===== config.mk =====
export PLATFORM = sky130hd
export DESIGN_NAME = cfg_serial_rx
export DESIGN_NICKNAME = d
export VERILOG_FILES = /design/src/rtl/cfg_serial_pkg.sv /design/src/rtl/cfg_sync.sv /design/src/rtl/cfg_frame_rx.sv /design/src/rtl/cfg_reg_bank.sv /design/src/rtl/cfg_serial_rx.sv
export SDC_FILE = /design/constraint.sdc
export NUM_CORES = 1
export LEC_CHECK = 0
export ABC_AREA = 1
export BUFFER_PORTS_ARGS = -buffer_cell sky130_fd_sc_hd__buf_2
export CAP_MARGIN = 20
export CELL_PAD_IN_SITES_DETAIL_PLACEMENT = 1
export CELL_PAD_IN_SITES_GLOBAL_PLACEMENT = 1
export CORE_ASPECT_RATIO = 0.8
export CORE_MARGIN = 4
export CORE_UTILIZATION = 38
export CTS_CLUSTER_SIZE = 10
export DETAILED_ROUTE_END_ITERATION = 8
export GPL_TIMING_DRIVEN = 0
export PLACE_DENSITY = 0.85
export REMOVE_ABC_BUFFERS = 1
export SLEW_MARGIN = 20
export SYNTH_ARGS = -nofsm -noshare
export SYNTH_HDL_FRONTEND = slang
export SYNTH_HIERARCHICAL = 1
export SYNTH_SLANG_ARGS = --single-unit

===== constraint.sdc =====
create_clock -name clk -period 12.66 [get_ports clk]
set_input_delay 2.532 -clock clk [delete_from_list [all_inputs] [get_ports clk]]
set_output_delay 2.532 -clock clk [all_outputs]
set_load 0.02 [all_outputs]

===== src/rtl/cfg_serial_pkg.sv =====
package cfg_serial_pkg;
  parameter int unsigned CFG_ADDR_W = 8;
  parameter int unsigned CFG_DATA_W = 32;
  localparam int unsigned CFG_FRAME_BITS = CFG_ADDR_W + CFG_DATA_W;

  typedef struct packed {
    logic [CFG_ADDR_W-1:0] addr;
    logic [CFG_DATA_W-1:0] data;
  } cfg_wr_t;
endpackage


===== src/rtl/cfg_sync.sv =====
module cfg_sync #(
  parameter int unsigned WIDTH  = 3,
  parameter int unsigned STAGES = 2
) (
  input  logic             clk,
  input  logic             rst_n,
  input  logic [WIDTH-1:0] d_i,
  output logic [WIDTH-1:0] q_o
);
  for (genvar g = 0; g < WIDTH; g++) begin : g_bit
    logic [STAGES-1:0] chain_q;
    always_ff @(posedge clk or negedge rst_n) begin
      if (!rst_n) chain_q <= '0;
      else        chain_q <= {chain_q[STAGES-2:0], d_i[g]};
    end
    assign q_o[g] = chain_q[STAGES-1];
  end
endmodule


===== src/rtl/cfg_frame_rx.sv =====
module cfg_frame_rx
  import cfg_serial_pkg::*;
(
  input  logic    clk,
  input  logic    rst_n,
  input  logic    sclk_s,
  input  logic    sdat_s,
  input  logic    sen_s,
  output logic    frame_ok_o,
  output cfg_wr_t frame_o
);
  localparam int unsigned CNT_MAX = CFG_FRAME_BITS + 1;
  localparam int unsigned CNT_W   = $clog2(CNT_MAX + 1);

  logic                      sclk_q, sen_q;
  logic [CFG_FRAME_BITS-1:0] shift_q, shift_d;
  logic [CNT_W-1:0]          cnt_q, cnt_d;
  logic                      sclk_rise, sen_fall;

  always_comb begin
    sclk_rise = sclk_s & ~sclk_q;
    sen_fall  = sen_q & ~sen_s;
    shift_d   = shift_q;
    cnt_d     = cnt_q;
    if (!sen_s) begin
      shift_d = '0;
      cnt_d   = '0;
    end else if (sclk_rise) begin
      shift_d = {shift_q[CFG_FRAME_BITS-2:0], sdat_s};
      if (cnt_q != CNT_W'(CNT_MAX)) cnt_d = cnt_q + 1'b1;
    end
  end

  always_ff @(posedge clk or negedge rst_n) begin
    if (!rst_n) begin
      sclk_q  <= 1'b0;
      sen_q   <= 1'b0;
      shift_q <= '0;
      cnt_q   <= '0;
    end else begin
      sclk_q  <= sclk_s;
      sen_q   <= sen_s;
      shift_q <= shift_d;
      cnt_q   <= cnt_d;
    end
  end

  assign frame_ok_o = sen_fall && (cnt_q == CNT_W'(CFG_FRAME_BITS));
  assign frame_o    = cfg_wr_t'(shift_q);

  // the bit count saturates rather than wrapping back to a legal length
  p_cnt_cap_r9: assert property (@(posedge clk) disable iff (!rst_n)
    cnt_q <= CNT_W'(CNT_MAX));

  // after enable drops, the next frame starts from bit zero
  p_fall_clear_r10: assert property (@(posedge clk) disable iff (!rst_n)
    $fell(sen_s) |=> (cnt_q == '0 && shift_q == '0));
endmodule


===== src/rtl/cfg_reg_bank.sv =====
module cfg_reg_bank
  import cfg_serial_pkg::*;
#(
  parameter int unsigned NUM_CHAN = 4,
  localparam int unsigned NUM_REGS = 2 * NUM_CHAN + 2
) (
  input  logic                           clk,
  input  logic                           rst_n,
  input  logic                           wr_en_i,
  input  cfg_wr_t                        wr_i,
  output logic [NUM_REGS*CFG_DATA_W-1:0] rf_o,
  output logic                           wr_stb_o,
  output logic [CFG_ADDR_W-1:0]          wr_addr_o
);
  for (genvar i = 0; i < NUM_REGS; i++) begin : g_reg
    logic                  hit;
    logic [CFG_DATA_W-1:0] word_q;
    assign hit = wr_en_i && (wr_i.addr == CFG_ADDR_W'(i));
    always_ff @(posedge clk or negedge rst_n) begin
      if (!rst_n)   word_q <= '0;
      else if (hit) word_q <= wr_i.data;
    end
    assign rf_o[i*CFG_DATA_W +: CFG_DATA_W] = word_q;
  end

  always_ff @(posedge clk or negedge rst_n) begin
    if (!rst_n) begin
      wr_stb_o  <= 1'b0;
      wr_addr_o <= '0;
    end else begin
      wr_stb_o <= wr_en_i;
      if (wr_en_i) wr_addr_o <= wr_i.addr;
    end
  end

  // the strobe never lasts two cycles
  p_stb_single_r3: assert property (@(posedge clk) disable iff (!rst_n)
    wr_stb_o |=> !wr_stb_o);

  // without an accepted frame the file holds its contents
  p_idle_hold_r8: assert property (@(posedge clk) disable iff (!rst_n)
    !wr_en_i |=> $stable(rf_o));

  // unmapped addresses never alias onto a mapped register
  p_unmapped_hold_r7: assert property (@(posedge clk) disable iff (!rst_n)
    (wr_en_i && (int'(wr_i.addr) >= NUM_REGS)) |=> $stable(rf_o));
endmodule


===== src/rtl/cfg_serial_rx.sv =====
module cfg_serial_rx
  import cfg_serial_pkg::*;
#(
  parameter int unsigned NUM_CHAN    = 4,
  parameter int unsigned SYNC_STAGES = 2
) (
  input  logic                           clk,
  input  logic                           rst_n,
  input  logic                           ser_clk_i,
  input  logic                           ser_dat_i,
  input  logic                           ser_en_i,
  output logic [NUM_CHAN*CFG_DATA_W-1:0] rx_freq_o,
  output logic [NUM_CHAN*CFG_DATA_W-1:0] tx_freq_o,
  output logic [CFG_DATA_W-1:0]          rate_o,
  output logic [CFG_DATA_W-1:0]          misc_o,
  output logic                           wr_stb_o,
  output logic [CFG_ADDR_W-1:0]          wr_addr_o
);
  localparam int unsigned NUM_REGS = 2 * NUM_CHAN + 2;
  localparam int unsigned CH_BITS  = NUM_CHAN * CFG_DATA_W;

  logic [1:0] rst_pipe_q;
  logic       rst_sync_n;

  always_ff @(posedge clk or negedge rst_n) begin
    if (!rst_n) rst_pipe_q <= '0;
    else        rst_pipe_q <= {rst_pipe_q[0], 1'b1};
  end
  assign rst_sync_n = rst_pipe_q[1];

  logic [2:0] pins_s;
  cfg_sync #(.WIDTH(3), .STAGES(SYNC_STAGES)) u_sync (
    .clk   (clk),
    .rst_n (rst_sync_n),
    .d_i   ({ser_en_i, ser_dat_i, ser_clk_i}),
    .q_o   (pins_s)
  );

  logic    frame_ok;
  cfg_wr_t frame;
  cfg_frame_rx u_frame (
    .clk        (clk),
    .rst_n      (rst_sync_n),
    .sclk_s     (pins_s[0]),
    .sdat_s     (pins_s[1]),
    .sen_s      (pins_s[2]),
    .frame_ok_o (frame_ok),
    .frame_o    (frame)
  );

  logic [NUM_REGS*CFG_DATA_W-1:0] rf;
  cfg_reg_bank #(.NUM_CHAN(NUM_CHAN)) u_bank (
    .clk       (clk),
    .rst_n     (rst_sync_n),
    .wr_en_i   (frame_ok),
    .wr_i      (frame),
    .rf_o      (rf),
    .wr_stb_o  (wr_stb_o),
    .wr_addr_o (wr_addr_o)
  );

  assign rx_freq_o = rf[CH_BITS-1:0];
  assign tx_freq_o = rf[2*CH_BITS-1:CH_BITS];
  assign rate_o    = rf[2*CH_BITS +: CFG_DATA_W];
  assign misc_o    = rf[2*CH_BITS+CFG_DATA_W +: CFG_DATA_W];
endmodule


### Yosys cells after proc, flatten, opt, wreduce, memory -nomap -nowiden

Cells that the tools add are included.

* add/sub/neg operators: 1
* multiplexer cells: 5
* reduce and logical (&&, ||, !) cells: 13
* bitwise operators: 4
* equality and inequality tests: 13

Operators by type and width (number)
* 40-bit 2-to-1 mux: 2
* 8-bit by 3-bit == test with 1-bit output, second input constant: 4
* 6-bit 2-to-1 mux: 3
* 8-bit by 2-bit == test with 1-bit output, second input constant: 2
* 8-bit by 4-bit == test with 1-bit output, second input constant: 2
* 1-bit logical AND: 11
* 8-bit by 1-bit == test with 1-bit output, second input constant: 1
* 8-bit zero test: 1
* 6-bit by 1-bit adder with 6-bit output, second input constant: 1
* 6-bit == test, second input constant: 1
* 6-bit inequality test, second input constant: 1
* 2-bit by 1-bit inequality test with 1-bit output, second input constant: 2
* 1-bit AND: 2
* 1-bit inverter: 2
* 2-bit AND reduction: 1

* bits of input ports: 5
* output and inout bits: 329
* word-level logic and storage cells: 56
* register bits: 385

### Longest topological paths before layout

Gate-level depths: netlist of run 1.

* depth in word-level cells: 4
* depth in mapped cells: 14
* depth with buffers taken out: 9

### By module

Netlist of run 1, hierarchy kept.

Modules (own cells, without submodules)
* cfg_reg_bank: sequential area each 8232.9 um2, instances 1, cells each 1476, area an instance 13043.8 um2
* cfg_frame_rx: sequential area each 1201.2 um2, instances 1, cells each 216, area an instance 2172.1 um2
* cfg_sync: sequential area each 150.1 um2, instances 1, cells each 9, area an instance 172.7 um2
* cfg_serial_rx: sequential area each 50.0 um2, instances 1, cells each 3, area an instance 53.8 um2

### Worst setup path after synthesis of run 1

Ideal clock, no wire load.

* kind: register -> output
* start: register u_bank.wr_addr_o[2]
* end: output wr_addr_o[2]
* data required time: 10.128 ns
* arrival: 0.425 ns
* path buffers: 0
* setup slack: 9.703 ns
* stages on the path, launching flop included: 1
* cell sequence: dfrtp_1

RTL lines
* start, declared: line cfg_reg_bank.sv:13 `output logic [CFG_ADDR_W-1:0] wr_addr_o`
* start signal, assigned: line cfg_reg_bank.sv:32 `if (wr_en_i) wr_addr_o <= wr_i.addr;`
* end, declared: line cfg_serial_rx.sv:17 `output logic [CFG_ADDR_W-1:0] wr_addr_o`

No word-level cell between the ends.

### Worst setup path in the final report of run 1

* start: register u_sync.g_bit[2].chain_q[1]
* end: register u_bank.g_reg[9].word_q[29]

* longest elaborated chain between the ends: 4

RTL lines
* start, declared: line cfg_sync.sv:11 `logic [STAGES-1:0] chain_q;`
* start signal, assigned: line cfg_sync.sv:14 `else chain_q <= {chain_q[STAGES-2:0], d_i[g]};`
* 1-bit inverter: line cfg_frame_rx.sv:22 `sen_fall = sen_q & ~sen_s;`
* 1-bit AND: line cfg_frame_rx.sv:22
* 1-bit logical AND: line cfg_frame_rx.sv:48 `assign frame_ok_o = sen_fall && (cnt_q == CNT_W'(CFG_FRAME_BITS));`
* net frame_ok: line cfg_serial_rx.sv:39 `logic frame_ok;`
* 1-bit logical AND: line cfg_reg_bank.sv:18 `assign hit = wr_en_i && (wr_i.addr == CFG_ADDR_W'(i));`
* end signal, assigned: line cfg_reg_bank.sv:21 `else if (hit) word_q <= wr_i.data;`
* end, declared: line cfg_reg_bank.sv:17 `logic [CFG_DATA_W-1:0] word_q;`

The timed path passes the listed nets, and every way through them passes these cells.
A chain may end at the register's enable or synchronous reset.

==> results of run 1 <==
-- synth_stat cells, drive strengths merged --
master | n | area share
nor2 | 23 | 0.0088
dfrtp | 385 | 0.62
o21a | 1 | 0.00049
clkbuf | 60 | 0.015
o21ai | 26 | 0.011
nand3b | 1 | 0.00049
xor2 | 2 | 0.0011
buf | 78 | 0.031
inv | 36 | 0.0089
nand4 | 1 | 0.00081
nand3 | 290 | 0.094
ha | 3 | 0.0024
nand2 | 778 | 0.19
o31ai | 17 | 0.012
nor3 | 2 | 0.0014
conb | 1 | 0.00024
-- through the flow --
step                worst slack (ps)  cells  area (um2)  hold slack, ps
global route                    8492   2526       19260           207.3
finish                          8694   2526       19260           189.7
detailed placement              8758   2469       18010           188.2
CTS                             8743   2526       19260           192.4
floorplan                       1135   1566       14740           331.2
global placement               -3109   2435       17080           334.8
-- placed cells by master (no fill, tap or decap) --
cell type,netlist,layout
nand2_1,776,772
dfrtp_1,385,383
buf_2,43,333
nand3_1,290,284
clkbuf_16,0,47
inv_1,26,26
buf_16,0,21
o21ai_0,16,16
buf_12,1,13
nor2_4,4,12
o31ai_2,10,10
o21ai_2,10,10
inv_2,9,9
nor2_1,11,8
o31ai_1,7,7
clkbuf_1,60,6
nand2_2,2,6
nand3_2,0,6
nor2_2,8,3
ha_1,3,3
clkinv_2,0,2
xor2_1,2,2
inv_6,0,1
bufinv_16,0,1
conb_1,1,1
dfrtp_4,0,1
nand4_2,1,1
o21a_1,1,1
inv_4,1,1
nor3_2,0,1
nor3_4,1,1
nand3b_1,1,1
dfrtp_2,0,1
-- cell families (layout without fill, tap and decap cells) --
kind of cell | after synthesis | after routing | share of synthesized area
compound gates | 44 | 44 | 0.02285
simple gates | 1095 | 1095 | 0.2949
flops | 385 | 385 | 0.6239
other cells | 1 | 1 | 0.0002428
xor+xnor | 2 | 2 | 0.001135
buf+inv | 174 | 460 | 0.05453
fa+ha+maj | 3 | 3 | 0.002431
-- area by class of cell --
cell class,count,area (um2)
repair buffers,367,2505
flip-flops and latches,385,9639
clock buffers,53,1199
clock inverters,4,48.80
well taps,536,670.6
inverters,36,137.6
multi-input cells,1145,5059
fillers,4624,20510
-- how the worst max path moves through the flow --
stage	start	end	slack, ps	cells past startpoint
finish	u_sync/g_bit[2].chain_q[1]$_DFF_PN0_	u_bank/g_reg[9].word_q[29]$_DFFE_PN0P_	8690	10
global route	u_sync/g_bit[2].chain_q[1]$_DFF_PN0_	u_bank/g_reg[4].word_q[21]$_DFFE_PN0P_	8490	9
CTS	u_sync/g_bit[2].chain_q[1]$_DFF_PN0_	u_bank/g_reg[9].word_q[8]$_DFFE_PN0P_	8740	10
detailed placement	u_sync/g_bit[2].chain_q[1]$_DFF_PN0_	u_bank/g_reg[5].word_q[8]$_DFFE_PN0P_	8760	10
global placement	rst_pipe_q[1]$_DFF_PN0_	u_bank/g_reg[9].word_q[26]$_DFFE_PN0P_	-3110	0
floorplan	rst_pipe_q[1]$_DFF_PN0_	u_bank/g_reg[0].word_q[0]$_DFFE_PN0P_	1140	0
-- per-layer routing --
metal	part of all wire	track usage	up-vias	routed length [um]
li1	-	-	5916	-
met1	0.41	0.3423	6876	23760
met2	0.48	0.4394	549	27630
met3	0.082	0.06273	116	4747
met4	0.028	0.08040	0	1622
met5	0	0	-	0
-- flip-flops by register name, summed over array words and instances (netlist names) --
signal / count
u_sync/g_bit.chain_q: 6
u_frame/frame_o: 40
u_bank/g.word_q: 320
u_bank/wr_addr_o: 8
u_frame/sen_q: 1
rst_pipe_q: 2
u_frame/cnt_q: 6
u_frame/sclk_q: 1
u_bank/wr_stb_o: 1
-- critical path, delay by kind of cell, from the launching register on --
kind,cells,cell delay (ps)
simple gates,7,2110
buf+inv,3,990
flops,1,650
-- power by group --
part	internal (mW)	switching [mW]
clock	0.678	0.486
sequential	1.23	0.00495
combinational	0.00852	0.0357
==> results.md, run 1 <==
- Yosys reg bits: around 390
- HPWL after DPL: between 30000 and 40000 um
- # diodes: 0
- # port buffers: approximately 330
- Status: finished, final reports clean
- Max Cap Viol: 0
- Reg-to-reg slack, setup: just under 9000 ps
- Bufs on Longest Clock Path: 3
- ANT nets after route: 0
- Post-CTS Repair Setup Buffers: 0
- Final setup fails: 0
- R2r startpoint: u_sync/g_bit[2].chain_q[1]$_DFF_PN0_
- CP Class: reg -> reg
- RePlAce Congestion: roughly 0.77
- Initial antenna violation count: 0
- Warnings from Yosys: 6
- Drt total wl: between 50000 and 60000 um
- Worst path cell trace: inv_4 > nand3_1 > nor3_2 > nand3_1 > nor2_4 > buf_12 > nand2_2 > buf_16 > nand2_1 > nand2_1
- Root Driver: clkbuf_16
- Vias in the first global route: 14990
- Post-cts sizing count: 0
- I/O pin total: approximately 330
- Syn Std Cell Area: 15440 um2
- Die height: around 190 um
- Routed WL per cell: 22.86 um
- GRT Util Overall: 0.2634
- Register area share after synthesis: 0.6239
- Slew margin rel.: 0.2581
- First drt pass iteration count: 4
- Tcrit/Tclk final: 0.3133
- DR iter-0 viols: approximately 780
- Starting density of the core: 0.3883
- Synth Instances: 1704
- Hold_buf cts: 0
- PwrDens: between 100 and 150 nW/um2
- Fin. Hold Viols: 0
- CP Launch Type: flop
- Clk sink count: just under 400
- Std-Cell Rows: 65
- Syn avg cell area: approximately 9.1 um2
- Setup TNS: 0 ps
- DR vias: 13460
- First-pass GRT wire length: roughly 90000 um
- Die W: around 230 um
- Global route overflow: 0
- Worst IR Drop VDD: about 0.066 mV
- Post-route DRC: 0
- Critical Path End Type: flop
- CP arrival: between 4000 and 5000 ps
- Slowest CP cell: nor3_2
- Routed vias/inst: 5.327
- Clk_skew: approximately 15 ps
- TritonCTS buffer count: 45
- F_max: 252.1 MHz
- Worst reg2reg path endpoint: u_bank/g_reg[9].word_q[29]$_DFFE_PN0P_
- Largest net degree at the start of global routing: 56
- Core area: roughly 40000 um2
- Leak pwr: 11.26 nW
- Final core occ: 0.4843
- Clock-pin slew on the worst setup and hold paths: roughly 50 ps
- Netlist cell types: 28
- P&R area growth vs syn: 24.71%
- Share of cells above drive strength 1: 0.2412
- Crit path required time: about 13000 ps
- CP max FO: 27
- Insertion delay to the later sink of the worst-skew pair: 540 ps
- Htree depth: 2
- Largest stage delay, worst path: approximately 700 ps
- DIE AREA: ~44000 um2
- Hold Crit Class: reg -> async
- Final net count: about 2000
- Total power: about 2.4 mW
- Final Critical Period: approximately 4000 ps
- Reg2Reg Depth: 10
- Worst-Margin Slew: roughly 1100 ps
- Max-slew violation count: 0
- CTS tree: done
- RSZ-0062 raised after global routing: false
No activity file was read; power rests on OpenSTA's default activity.
==> run 2, diff against run 1 <==
--- a/config.mk
+++ b/config.mk
@@ -5,7 +5,7 @@
 export SDC_FILE = /design/constraint.sdc
 export NUM_CORES = 1
 export LEC_CHECK = 0
-export ABC_AREA = 1
+export ABC_AREA = 0
 export BUFFER_PORTS_ARGS = -buffer_cell sky130_fd_sc_hd__buf_2
 export CAP_MARGIN = 20
 export CELL_PAD_IN_SITES_DETAIL_PLACEMENT = 1
@@ -16,7 +16,7 @@
 export CTS_CLUSTER_SIZE = 10
 export DETAILED_ROUTE_END_ITERATION = 8
 export GPL_TIMING_DRIVEN = 0
-export PLACE_DENSITY = 0.85
+export PLACE_DENSITY = 0.8
 export REMOVE_ABC_BUFFERS = 1
 export SLEW_MARGIN = 20
 export SYNTH_ARGS = -nofsm -noshare
==> constraint.sdc (replaced) <==
create_clock -name clk -period 4.2 [get_ports clk]
set_input_delay 0.84 -clock clk [delete_from_list [all_inputs] [get_ports clk]]
set_output_delay 0.84 -clock clk [all_outputs]
set_load 0.02 [all_outputs]
==> results.md, run 2 <==
- Status: finished, final reports clean (unchanged)
- Root Driver: clkbuf_16 (unchanged)
- CP arrival: 4060 ps (was 4390 ps)
- Syn avg cell area: 15.09 um2 (was 9.062 um2)
- Bufs on Longest Clock Path: 3 (unchanged)
- RSZ-0062 raised after global routing: false (unchanged)
- Share of cells above drive strength 1: 0.5773 (was 0.2412)
- Post-cts sizing count: 0 (unchanged)
- Core area: 37440 um2 (was 39770 um2)
- Drt total wl: 42480 um (was 57750 um)
- Starting density of the core: 0.3892 (was 0.3883)
- Worst hold slack: 99.84 ps (was 189.7 ps)
- TritonCTS buffer count: 44 (was 45)
- Vias in the first global route: 10210 (was 14990)
- EDFF count, synth: 0 (unchanged)
- Synth Flop Type: dfrtp_1 (unchanged)
- FILL cells: 3799 (was 4624)
- Final core occ: 0.4846 (was 0.4843)
- CTS tree: done (unchanged)
- Fin. Hold Viols: 0 (unchanged)
- Tcrit/Tclk final: 0.8721 (was 0.3133)
- Final net count: 1292 (was 1988)
- Clock-pin slew on the worst setup and hold paths: 60 ps (was 50 ps)
- Synth Area in XOR/XNOR: 0 (was 0.001134)
- # port buffers: 333 (unchanged)
- GRT Util Overall: 0.2021 (was 0.2634)
- First-pass GRT wire length: 64950 um (was 90050 um)
- Worst IR Drop VDD: 0.3161 mV (was 0.06612 mV)
- Clk sink count: 385 (unchanged)
- Max-slew violation count: 0 (unchanged)
- Layout Cells excl Fill: 1775 (was 2526)
- Final setup fails: 0 (unchanged)
- I/O pin total: 334 (unchanged)
- Leak pwr: 10.11 nW (was 11.26 nW)
- Routed vias/inst: 5.170 (was 5.327)
- DR iter-0 viols: 387 (was 779)
- Global route overflow: 0 (unchanged)
- Critical Path End Type: flop (unchanged)
- Largest net degree at the start of global routing: 56 (unchanged)
- Netlist cell types: 36 (was 28)
- Syn Std Cell Area: 14570 um2 (was 15440 um2)
- Die height: 183.2 um (was 188.3 um)
- Top cells by area, synth: dfrtp_1 66%, mux2_2 25%, nand2_1 2.2% (was dfrtp_1 62%, nand2_1 19%, nand3_1 9.4%)
- CP Class: reg -> reg (unchanged)
- Most flops, register: u_bank/g.word_q (unchanged)
- First drt pass iteration count: 5 (was 4)
- P&R area growth vs syn: 24.52% (was 24.71%)
- Mux share of post-synthesis cell area: 0.2548 (was 0)
- Commonest non-fill, non-tap cell in the layout: dfrtp_1 (was nand2_1)
- Yosys reg bits: 385 (unchanged)
- Routed WL per cell: 23.93 um (was 22.86 um)
- Commonest non-fill, non-tap cells in the layout: 384 x dfrtp_1, 333 x buf_2, 328 x mux2_2, 84 x nand2_1, 45 x clkbuf_16 (was 772 x nand2_1, 383 x dfrtp_1, 333 x buf_2, 284 x nand3_1, 47 x clkbuf_16)
- Warnings from Yosys: 6 (unchanged)
- Hold Crit Class: in -> async (was reg -> async)
- CP max FO: 32 (was 27)
- Most frequent cells after synthesis: 385 x dfrtp_1, 328 x mux2_2, 84 x nand2_1 (was 776 x nand2_1, 385 x dfrtp_1, 290 x nand3_1)
- Final instance area: 18150 um2 (was 19260 um2)
- PwrDens: 393.9 nW/um2 (was 127.1 nW/um2)
- Crit path required time: 4600 ps (was 13080 ps)
- Max Cap Viol: 0 (unchanged)
- Yosys top cell area share: 0.6611 (was 0.6239)
- CP Launch Type: flop (unchanged)
- Max FFs per register: 320 (unchanged)
- Slew margin rel.: 0.4257 (was 0.2581)
- ANT nets after route: 0 (unchanged)
- RePlAce Congestion: 0.7632 (was 0.7741)
- Post-CTS Repair Setup Buffers: 0 (unchanged)
- Post-Place Cells: 1725 (was 2469)
- Final Critical Period: 3663 ps (was 3966 ps)
- Htree depth: 2 (unchanged)
- DR vias: 9176 (was 13460)
- Initial antenna violation count: 1 (was 0)
- Area after DPL: 16990 um2 (was 18010 um2)
- Synth Instances: 966 (was 1704)
- F_max: 273.0 MHz (was 252.1 MHz)
- Synth Area in Compound Gates: 0.01880 (was 0.02285)
- HPWL after DPL: 28190 um (was 39020 um)
- Worst-Margin Slew: 849.9 ps (was 1110 ps)
- Hold_buf cts: 0 (unchanged)
- Ys async rst share: 1.000 (unchanged)
- Post-route DRC: 0 (unchanged)
- Count leader, synth: dfrtp_1 (was nand2_1)
- Largest family of logic cells by synthesized area: multiplexers (was simple AND/OR/NAND/NOR gates)
- Insertion delay to the later sink of the worst-skew pair: 530 ps (was 540 ps)
- Largest area contributor in the netlist: dfrtp_1 (unchanged)
- Die W: 226.9 um (was 233.4 um)
- Synth Area in Adders: 0.002576 (was 0.002431)
- DIE AREA: 41570 um2 (was 43950 um2)
- Std-Cell Rows: 63 (was 65)
- Register area share after synthesis: 0.6611 (was 0.6239)
- Clk_skew: 15.07 ps (was 15.10 ps)
- Simple-gate share of the synthesized area: 0.03615 (was 0.2949)
[run 2: changes by cell type in the layout (fill, tap and decap cells not counted), sizes merged, moves of 3 or more]
cell	change
a21oi	+41
buf	-14
clkbuf	-4
inv	-34
mux2	+328
nand2	-694
nand2b	+3
nand3	-281
nand4	+4
nor2	-22
o21ai	-26
o31ai	-16
[run 2: cells by family (layout without fill, tap and decap cells)]
family	Yosys count	in the layout
and+or+nand+nor	113	113
muxes	330	330
buffers and inverters	85	406
adders and majority gates	3	3
other	1	2
AOI/OAI and AO/OA	49	49
DFF	385	385
[run 2: routing by layer]
metal,vias to the layer above,track usage,share of wire
li1,3958,-,-
met1,4885,0.2599,0.42
met2,275,0.3459,0.49
met3,58,0.05729,0.072
met4,0,0.04089,0.019
met5,-,0,0
[run 2: layout make-up]
cell class | count | area (um2) | share of cell area
Sequential cell | 385 | 9638 | 0.5311
Tap cell | 487 | 609.3 | 0.03358
Clock buffer | 49 | 1151 | 0.06343
Multi-Input combinational cell | 496 | 4663 | 0.2570
Antenna cell | 1 | 2.502 | 0.0001379
Inverter | 4 | 16.27 | 0.0008964
Timing Repair Buffer | 353 | 2066 | 0.1138
[run 2: worst paths after layout]
path / end / cells past startpoint / startpoint / slack, ps
worst min-delay path: rst_pipe_q[1]$_DFF_PN0_ / 1 / rst_n / 100
worst max register to register: u_bank/g_reg[0].word_q[0]$_DFFE_PN0P_ / 5 / u_sync/g_bit[2].chain_q[1]$_DFF_PN0_ / 540
min in group clk: rst_pipe_q[1]$_DFF_PN0_ / 0 / rst_pipe_q[0]$_DFF_PN0_ / 360
worst min register to register: u_bank/g_reg[1].word_q[8]$_DFFE_PN0P_ / 0 / rst_pipe_q[1]$_DFF_PN0_ / 220
max in group asynchronous: u_bank/g_reg[5].word_q[19]$_DFFE_PN0P_ / 5 / rst_pipe_q[1]$_DFF_PN0_ / 2250
worst max-delay path: u_bank/g_reg[0].word_q[0]$_DFFE_PN0P_ / 5 / u_sync/g_bit[2].chain_q[1]$_DFF_PN0_ / 540
[run 2: power breakdown]
group          switching (mW)  leakage (nW)  internal (mW)
Combinational           0.101          4.19         0.0299
Clock                    1.38         0.565           1.90
Sequential             0.0120          5.36           3.72
[run 2: worst max-delay path, stage by stage, from the launching register on]
cell and delay (ps):
dfrtp_1 500, clkinv_2 370, and4_1 590, nor4b_2 790, nand3_4 700, mux2_2 540
[run 2: through the flow]
step           worst slack, ps  total power, mW  TNS [ps]
3_3_place_gp            -11470            3.899  -4717880
3_5_place_dp             607.3            3.933         0
5_1_grt                  361.6            7.426         0
6_report                 537.1            7.148         0
4_1_cts                  536.0            7.252         0
2_1_floorplan            -7325            3.862  -2805420
==> run 3, diff against run 2 <==
--- a/config.mk
+++ b/config.mk
@@ -9,14 +9,14 @@
 export BUFFER_PORTS_ARGS = -buffer_cell sky130_fd_sc_hd__buf_2
 export CAP_MARGIN = 20
 export CELL_PAD_IN_SITES_DETAIL_PLACEMENT = 1
-export CELL_PAD_IN_SITES_GLOBAL_PLACEMENT = 1
+export CELL_PAD_IN_SITES_GLOBAL_PLACEMENT = 2
 export CORE_ASPECT_RATIO = 0.8
 export CORE_MARGIN = 4
-export CORE_UTILIZATION = 38
+export CORE_UTILIZATION = 37
 export CTS_CLUSTER_SIZE = 10
 export DETAILED_ROUTE_END_ITERATION = 8
 export GPL_TIMING_DRIVEN = 0
-export PLACE_DENSITY = 0.8
+export PLACE_DENSITY = 0.89
 export REMOVE_ABC_BUFFERS = 1
 export SLEW_MARGIN = 20
 export SYNTH_ARGS = -nofsm -noshare
==> results.md, run 3 (synthesis gave the netlist of run 2 again) <==
- Status: finished, final reports clean (unchanged)
- First-pass GRT wire length: 64780 um (was 64950 um)
- F_max: 261.3 MHz (was 273.0 MHz)
- Clk sink count: 385 (unchanged)
- RSZ-0062 raised after global routing: false (unchanged)
- Die height: 185.5 um (was 183.2 um)
- Routed vias/inst: 5.017 (was 5.170)
- Busiest layer in global routing: met2 (unchanged)
- Std-Cell Rows: 64 (was 63)
- HPWL after DPL: 27430 um (was 28190 um)
- Core area: 38600 um2 (was 37440 um2)
- Worst IR Drop VDD: 0.2938 mV (was 0.3161 mV)
- Final setup fails: 0 (unchanged)
- Max-slew violation count: 0 (unchanged)
- Met2 Use GR: 0.3342 (was 0.3459)
- CP Class: reg -> reg (unchanged)
- Global route overflow: 0 (unchanged)
- TritonCTS buffer count: 44 (unchanged)
- Drt total wl: 42020 um (was 42480 um)
- Total power: 7.135 mW (was 7.148 mW)
- Leak pwr: 10.11 nW (about the same)
- Crit path required time: 4590 ps (was 4600 ps)
- Most flops, register: u_bank/g.word_q (unchanged)
- Largest net degree at the start of global routing: 60 (was 56)
- Routing usage on met3: 0.05523 (was 0.05729)
- Slew margin rel.: 0.3921 (was 0.4257)
- CP Launch Type: flop (unchanged)
- GRT Util Overall: 0.1956 (was 0.2021)
- CP arrival: 4220 ps (was 4060 ps)
- DIE AREA: 42640 um2 (was 41570 um2)
- P&R area growth vs syn: 24.83% (was 24.52%)
- DR iter-0 viols: 488 (was 387)
- Vias in the first global route: 10220 (was 10210)
- FILL cells: 3967 (was 3799)
- Hold_buf cts: 0 (unchanged)
- Global-route track usage on met1: 0.2535 (was 0.2599)
- Bufs on Longest Clock Path: 3 (unchanged)
- Hold Crit Class: in -> async (unchanged)
- # port buffers: 333 (unchanged)
- Share of cells above drive strength 1: 0.5775 (was 0.5773)
- Worst-Margin Slew: 899.6 ps (was 849.9 ps)
- DR vias: 9120 (was 9176)
- Root Driver: clkbuf_16 (unchanged)
- CP max FO: 32 (unchanged)
- Commonest non-fill, non-tap cells in the layout: 384 x dfrtp_1, 333 x buf_2, 328 x mux2_2, 84 x nand2_1, 45 x clkbuf_16 (unchanged)
- Final net count: 1294 (was 1292)
- Commonest non-fill, non-tap cell in the layout: dfrtp_1 (unchanged)
- Post-Place Setup Slack: -29.50 ps (was 607.3 ps)
- Die W: 229.9 um (was 226.9 um)
- Tcrit/Tclk final: 0.9111 (was 0.8721)
- Max FFs per register: 320 (unchanged)
- Max Cap Viol: 0 (unchanged)
- Multi-input logic area: 4663 um2 (unchanged)
- Starting density of the core: 0.3776 (was 0.3892)
- CTS tree: done (unchanged)
- Routed WL per cell: 23.11 um (was 23.93 um)
- Clk_skew: 25.81 ps (was 15.07 ps)
- Critical Path End Type: flop (unchanged)
- RePlAce Congestion: 0.7421 (was 0.7632)
- Fin. Hold Viols: 0 (unchanged)
- ANT nets after route: 0 (unchanged)
- Htree depth: 2 (unchanged)
- I/O pin total: 334 (unchanged)
- Final core occ: 0.4713 (was 0.4846)
- Setup slack after layout: 373.3 ps (was 537.1 ps)
- Post-route DRC: 0 (unchanged)
- First drt pass iteration count: 4 (was 5)
- Initial antenna violation count: 1 (unchanged)
- Insertion delay to the later sink of the worst-skew pair: 540 ps (was 530 ps)
- Final Critical Period: 3827 ps (was 3663 ps)
- PwrDens: 392.2 nW/um2 (was 393.9 nW/um2)
- Clock-pin slew on the worst setup and hold paths: 50 ps (was 60 ps)
- # diodes: 0 (was 1)
- Register area: 9638 um2 (unchanged)
run 3: cell types whose count changed in the layout (fill, tap and decap cells not counted):
| cell | before | now |
|---|---|---|
| buf_4 | 0 | 3 |
| buf_12 | 6 | 8 |
| buf_16 | 7 | 5 |
| buf_8 | 2 | 1 |
| clkbuf_1 | 3 | 4 |
| diode_2 | 1 | 0 |
run 3: power breakdown:
part / internal [mW] / switching, mW / leakage [nW] / total [mW]
logic: 0.0265 / 0.0954 / 4.19 / 0.122
clock network: 1.91 / 1.37 / 0.566 / 3.28
registers: 3.72 / 0.0169 / 5.36 / 3.74
total: 5.65 / 1.48 / 10.1 / 7.13
run 3: layer usage:
metal	vias to the layer above	wire length (um)
met2	246	20750
met4	2	659
met5	-	20
met3	56	2787
met1	4857	17800
li1	3959	-
run 3: timing repair:
action | 4_1_cts | 5_1_grt
endpoints found under the setup margin | 9 | 0
gates resized for setup | 0 | 0
setup buffers | 3 | 0
run 3: layout make-up:
| class | instances | area share |
|---|---|---|
| clock buffers | 50 | 0.06348 |
| inverters | 4 | 0.0008941 |
| multi-input cells | 496 | 0.2563 |
| flip-flops and latches | 385 | 0.5298 |
| well taps | 528 | 0.03632 |
| repair buffers | 355 | 0.1131 |
run 3: stage by stage:
| step | instances | TNS, ps | instance area [um2] | hold WS [ps] |
|---|---|---|---|---|
| after detailed placement | 1765 | -129.5 | 17010 | 335.8 |
| after floorplan | 885 | -2805420 | 14200 | 331.2 |
| after global placement | 1746 | -4796650 | 16530 | 334.6 |
| after global routing | 1818 | 0 | 18190 | 58.09 |
| after CTS | 1818 | 0 | 18190 | 57.24 |
| final | 1818 | 0 | 18190 | 94.97 |
run 3: path summary, 6_finish.rpt:
check	start	end	slack, ps	depth (start not counted)
min reg2reg	u_sync/g_bit[1].chain_q[0]$_DFF_PN0_	u_sync/g_bit[1].chain_q[1]$_DFF_PN0_	350	0
min in group clk	u_sync/g_bit[1].chain_q[0]$_DFF_PN0_	u_sync/g_bit[1].chain_q[1]$_DFF_PN0_	350	0
max	u_sync/g_bit[2].chain_q[1]$_DFF_PN0_	u_bank/g_reg[0].word_q[26]$_DFFE_PN0P_	370	6
min	rst_n	rst_pipe_q[1]$_DFF_PN0_	90	1
max reg2reg	u_sync/g_bit[2].chain_q[1]$_DFF_PN0_	u_bank/g_reg[0].word_q[26]$_DFFE_PN0P_	370	6
max in group asynchronous	rst_pipe_q[1]$_DFF_PN0_	u_bank/g_reg[7].word_q[20]$_DFFE_PN0P_	2220	4
run 3: worst max-delay path, cell delays in order, from the launching register on:
cell,delay (ps)
dfrtp_1,500
clkinv_2,330
buf_12,250
and4_1,530
nor4b_2,800
nand3_4,720
mux2_2,540
